<file path="src/rtl/seq_occ_mon_pkg.sv">
package seq_occ_mon_pkg;
  typedef enum logic [1:0] {
    ST_0 = 2'd0,
    ST_1 = 2'd1,
    ST_2 = 2'd2,
    ST_3 = 2'd3
  } obs_st_e;

  typedef enum logic [1:0] {
    TRK_IDLE = 2'd0,
    TRK_GOT0 = 2'd1,
    TRK_GOT1 = 2'd2,
    TRK_GOT2 = 2'd3
  } trk_e;

  localparam int unsigned PCT_W    = 7;
  localparam int unsigned COV_FULL = 100;
endpackage

</file>
<file path="src/rtl/seq_tracker.sv">
module seq_tracker
  import seq_occ_mon_pkg::*;
(
  input  logic       clk_i,
  input  logic       rst_ni,
  input  logic       en_i,
  input  logic [1:0] state_i,
  output logic       hit_o
);
  trk_e    trk_q, trk_d;
  obs_st_e st;

  assign st = obs_st_e'(state_i);

  always_comb begin
    trk_d = trk_q;
    hit_o = 1'b0;
    if (en_i) begin
      unique case (trk_q)
        TRK_GOT0: trk_d = (st == ST_1) ? TRK_GOT1 : ((st == ST_0) ? TRK_GOT0 : TRK_IDLE);
        TRK_GOT1: trk_d = (st == ST_2) ? TRK_GOT2 : ((st == ST_0) ? TRK_GOT0 : TRK_IDLE);
        TRK_GOT2: begin
          // completion returns to idle so a following ST_0 opens the next match
          hit_o = (st == ST_3);
          trk_d = (st == ST_0) ? TRK_GOT0 : TRK_IDLE;
        end
        default:  trk_d = (st == ST_0) ? TRK_GOT0 : TRK_IDLE;
      endcase
    end
  end

  always_ff @(posedge clk_i or negedge rst_ni) begin
    if (!rst_ni) trk_q <= TRK_IDLE;
    else         trk_q <= trk_d;
  end
endmodule

</file>
<file path="src/rtl/sat_counter.sv">
module sat_counter #(
  parameter int unsigned W = 16
) (
  input  logic         clk_i,
  input  logic         rst_ni,
  input  logic         inc_i,
  output logic [W-1:0] cnt_o
);
  localparam logic [W-1:0] MAX = {W{1'b1}};

  always_ff @(posedge clk_i or negedge rst_ni) begin
    if (!rst_ni)                   cnt_o <= '0;
    else if (inc_i && cnt_o != MAX) cnt_o <= cnt_o + 1'b1;
  end
endmodule

</file>
<file path="src/rtl/cov_flag.sv">
module cov_flag
  import seq_occ_mon_pkg::*;
(
  input  logic             clk_i,
  input  logic             rst_ni,
  input  logic             hit_i,
  output logic             seen_o,
  output logic [PCT_W-1:0] pct_o
);
  always_ff @(posedge clk_i or negedge rst_ni) begin
    if (!rst_ni)    seen_o <= 1'b0;
    else if (hit_i) seen_o <= 1'b1;
  end

  assign pct_o = seen_o ? PCT_W'(COV_FULL) : '0;
endmodule

</file>
<file path="src/rtl/seq_occ_mon.sv">
module seq_occ_mon
  import seq_occ_mon_pkg::*;
#(
  parameter int unsigned CNT_W = 16
) (
  input  logic             clk_i,
  input  logic             rst_ni,
  input  logic             en_i,
  input  logic [1:0]       state_i,
  output logic [CNT_W-1:0] count_o,
  output logic             seen_o,
  output logic [PCT_W-1:0] cov_pct_o
);
  logic hit;

  seq_tracker u_trk (
    .clk_i   (clk_i),
    .rst_ni  (rst_ni),
    .en_i    (en_i),
    .state_i (state_i),
    .hit_o   (hit)
  );

  sat_counter #(.W(CNT_W)) u_cnt (
    .clk_i  (clk_i),
    .rst_ni (rst_ni),
    .inc_i  (hit),
    .cnt_o  (count_o)
  );

  cov_flag u_cov (
    .clk_i  (clk_i),
    .rst_ni (rst_ni),
    .hit_i  (hit),
    .seen_o (seen_o),
    .pct_o  (cov_pct_o)
  );
endmodule

</file>
<file path="config.mk">
export PLATFORM = sky130hd
export DESIGN_NAME = seq_occ_mon
export DESIGN_NICKNAME = d
export VERILOG_FILES = /design/src/rtl/seq_occ_mon_pkg.sv /design/src/rtl/seq_tracker.sv /design/src/rtl/sat_counter.sv /design/src/rtl/cov_flag.sv /design/src/rtl/seq_occ_mon.sv
export SDC_FILE = /design/constraint.sdc
export NUM_CORES = 1
export LEC_CHECK = 0
export ABC_AREA = 1
export BUFFER_PORTS_ARGS = -buffer_cell sky130_fd_sc_hd__buf_2
export CAP_MARGIN = 20
export CORE_MARGIN = 3
export CORE_UTILIZATION = 53
export CTS_CLUSTER_DIAMETER = 100
export DETAILED_ROUTE_END_ITERATION = 16
export PLACE_DENSITY = 0.87
export SYNTH_ARGS = -nofsm -noshare
export SYNTH_HDL_FRONTEND = slang
export SYNTH_SLANG_ARGS = --single-unit
</file>
<file path="constraint.sdc">
create_clock -name clk_i -period 1.6 [get_ports clk_i]
set_input_delay 0.08 -clock clk_i [delete_from_list [all_inputs] [get_ports clk_i]]
set_output_delay 0.08 -clock clk_i [all_outputs]
set_load 0.05 [all_outputs]
</file>
==> impl_metrics.csv <==
group,metric,value,unit
run_status,outcome,"finished, final reports clean",
synth,yosys.area.top_type,"dfrtp_1",
timing,tns,0,ps
die,coreArea,0.00225,mm^2
power_and_ir_drop,peakVddDrop,0.569,mV
die,dieHeight,55.3,um
synth,synth-edff-count,0,
layout,diodes,0,
min_path,hp-class,"in2reg",
job,drv_cap,0,
global_routing,grt-ovfl-total,0,
timing,fin_ws,130,ps
timing,fmax,0.680,GHz
clock_tree,cts_buffer_depth,2,
clock_tree,post_cts_buffers,0,
setup_path,timing_worst_setup_path_type,"reg2reg",
timing,finalHoldViolCount,0,
placed_design,place_ws,150,ps
clock_tree,cts_sinks,19,
timing,slew_violations,0,
die,dieArea,0.00306,mm^2
setup_path,slowest_stage,"dfrtp_2",
routing,final_antenna_net_count,0,
synth,yosys.cell_count.top_type,"nand2_1",
timing,finClkSkew,8.31,ps
clock_tree,clock_tree.root_cell,"clkbuf_4",
synth,ys_warn_count,0,
routing,route.detailed.drc,0,
clock_tree,cts_resized,0,
synth,netlist_area,0.00129,mm^2
placed_design,routabilityCongestion,0.854,
routing,drt-initial-drc-count,38,
routing,wirelength,2670,um
timing,period_needed,1470,ps
clock_tree,numCtsBuffers,3,
routing,wl_per_cell,11.9,um
die,initial_core_util,0.571,
synth,synthCells,172,
layout,syn2layout_area_growth,12.7,%
clock_tree,htreeDepth,1,
layout,fin_nets,207,
power_and_ir_drop,p_leak,0.781,nW
setup_path,end_kind,"register",
clock_tree,tritoncts,"built",
synth,synth_flop_cell,"dfrtp_1",
global_routing,grt_util_all_layers,0.190,
timing,rsz0062_at_grt,"false",
timing,setup_violations,0,
global_routing,grt_max_degree,20,
layout,final_area,0.00145,mm^2
clock_tree,worstSkewPairLatency,300,ps
synth,avgSynthCellArea,7.49,um^2
global_routing,grt_pass1_wl,4620,um
synth,synth_area_leaders,"dfrtp_1, nand2_1, inv_1",
die,rows,17,
setup_path,cp_cell_sequence,"ha_2 -> nand3_2 -> inv_2 -> nand2_4 -> nor2_4 -> nor2_2 -> buf_12 -> nand2_1 -> o21ai_2",
routing,drt_pass1_iterations,4,
placed_design,place_area,0.00142,mm^2
setup_path,arrival,1670,ps
synth,synth-seq-cells,19,
clock_tree,ctsHoldBuffers,1,
setup_path,cp_max_fo,14,
die,pin_count,29,
setup_path,required,1800,ps
global_routing,antenna_found_initial,0,
routing,vias_per_cell,5.04,
synth,yosysUniqueCellTypes,28,
power_and_ir_drop,powerDensity,663,mW/mm^2
global_routing,grt_pass1_vias,1043,
synth,synthArstFlopShare,1.00,
placed_design,hpwl,2100,um
timing,min_period_over_period,0.919,
synth,yosysSeqAreaShare,0.369,
synth,synth_top_area_share,0.369,
placed_design,io_buffers,24,
setup_path,cp-start-kind,"register",
setup_path,critPathMaxStageDelay,420,ps
synth,synthTopCellsByCount,"nand2_1, inv_1, dfrtp_1, nor2_1, nand3_1",
clock_tree,cts.clk_slew.worst_paths,110,ps
routing,vias,1134,
layout,drive_gt1_frac,0.269,
die,dieWidth,55.3,um
[power breakdown]
group	total [W]	internal, W	leakage, nW	switching, W
sequential	0.000521	0.000498	0.237	0.0000230
combinational	0.000193	0.0000429	0.529	0.000150
clock	0.000248	0.0000973	0.0150	0.000151
total	0.000962	0.000638	0.781	0.000324
[path summary, 6_finish.rpt]
path	startpoint	endpoint	slack (ps)	depth (start not counted)
max	u_cnt.cnt_o[0]	u_cnt.cnt_o[7]	130	9
min reg2reg	u_cnt.cnt_o[15]	u_cnt.cnt_o[15]	540	2
max reg2reg	u_cnt.cnt_o[0]	u_cnt.cnt_o[7]	130	9
min in group asynchronous	rst_ni	u_cnt.cnt_o[12]	230	2
max in group asynchronous	rst_ni	u_cnt.cnt_o[0]	1040	2
min	en_i	u_trk.trk_q[0]	40	2
[layout make-up]
cell class              instances  area, um^2
multi-input cells             124         672
flip-flops and latches         19         478
clock buffers                   4        26.3
well taps                      28        35.0
fillers                       204         803
inverters                      24        90.1
repair buffers                 26         150
[flip-flops by register name, summed over array words and instances, names as in the netlist]
| signal | cells |
|---|---|
| u_cnt.cnt_o | 16 |
| u_cov.seen_o | 1 |
| u_trk.trk_q | 2 |
[worst max-delay path, delay by kind of cell, from the launching register on]
| family | cells | cell delay [ps] |
|---|---|---|
| AOI/OAI and AO/OA | 1 | 50 |
| adders and majority gates | 1 | 250 |
| buffers and inverters | 2 | 240 |
| DFF | 1 | 420 |
| and+or+nand+nor | 5 | 400 |
[cell usage in the layout (no fill, tap or decap)]
cell type      Yosys  layout
xor2_1             1       1
xnor2_1            3       3
nor3b_1            1       1
inv_1             21      21
inv_2              3       3
ha_2               0       1
clkbuf_1           0       1
o21ai_0            2       2
nand2_1           57      57
dfrtp_1           19      17
o21ai_2            5       5
o21ai_1            2       2
clkbuf_4           0       3
buf_12             0       1
nand3_1            8       8
nand3b_1           1       1
o211ai_1           2       2
o221ai_1           1       1
buf_2              0      24
dlygate4sd3_1      0       1
or2_2              1       1
nand3_2            1       1
nor3_1             1       1
nand2_4            3       3
ha_1               4       3
nor2_2             2       2
nor2_1            13      13
nor2_4             3       3
conb_1             1       4
dfrtp_2            0       2
nand4_2            1       1
nand2_2            3       3
nand4_1            5       5
[logic make-up (layout without fill, tap and decap cells)]
group | after synthesis | after routing | share of synthesized area
xor+xnor | 4 | 4 | 0.0272
simple gates | 100 | 100 | 0.374
compound gates | 12 | 12 | 0.0680
other cells | 1 | 4 | 0.00291
buf+inv | 32 | 54 | 0.120
fa+ha+maj | 4 | 4 | 0.0389
flops | 19 | 19 | 0.369
[layer usage]
metal  part of all wire  track usage
met1               0.44        0.235
met2               0.49        0.307
met3              0.051       0.0257
met4              0.021        0.128
met5                  0            0
[through the flow]
step	hold WS [ps]	cells	power, W	util
after detailed placement	47.3	220	0.000723	0.628
after floorplan	-216	175	0.000684	-
after global placement	47.7	220	0.000714	0.628
final	37.6	225	0.000962	0.644
after global routing	15.6	225	0.00102	0.644
after CTS	30.3	225	0.000972	0.644
No activity file was read; power rests on OpenSTA's default activity.
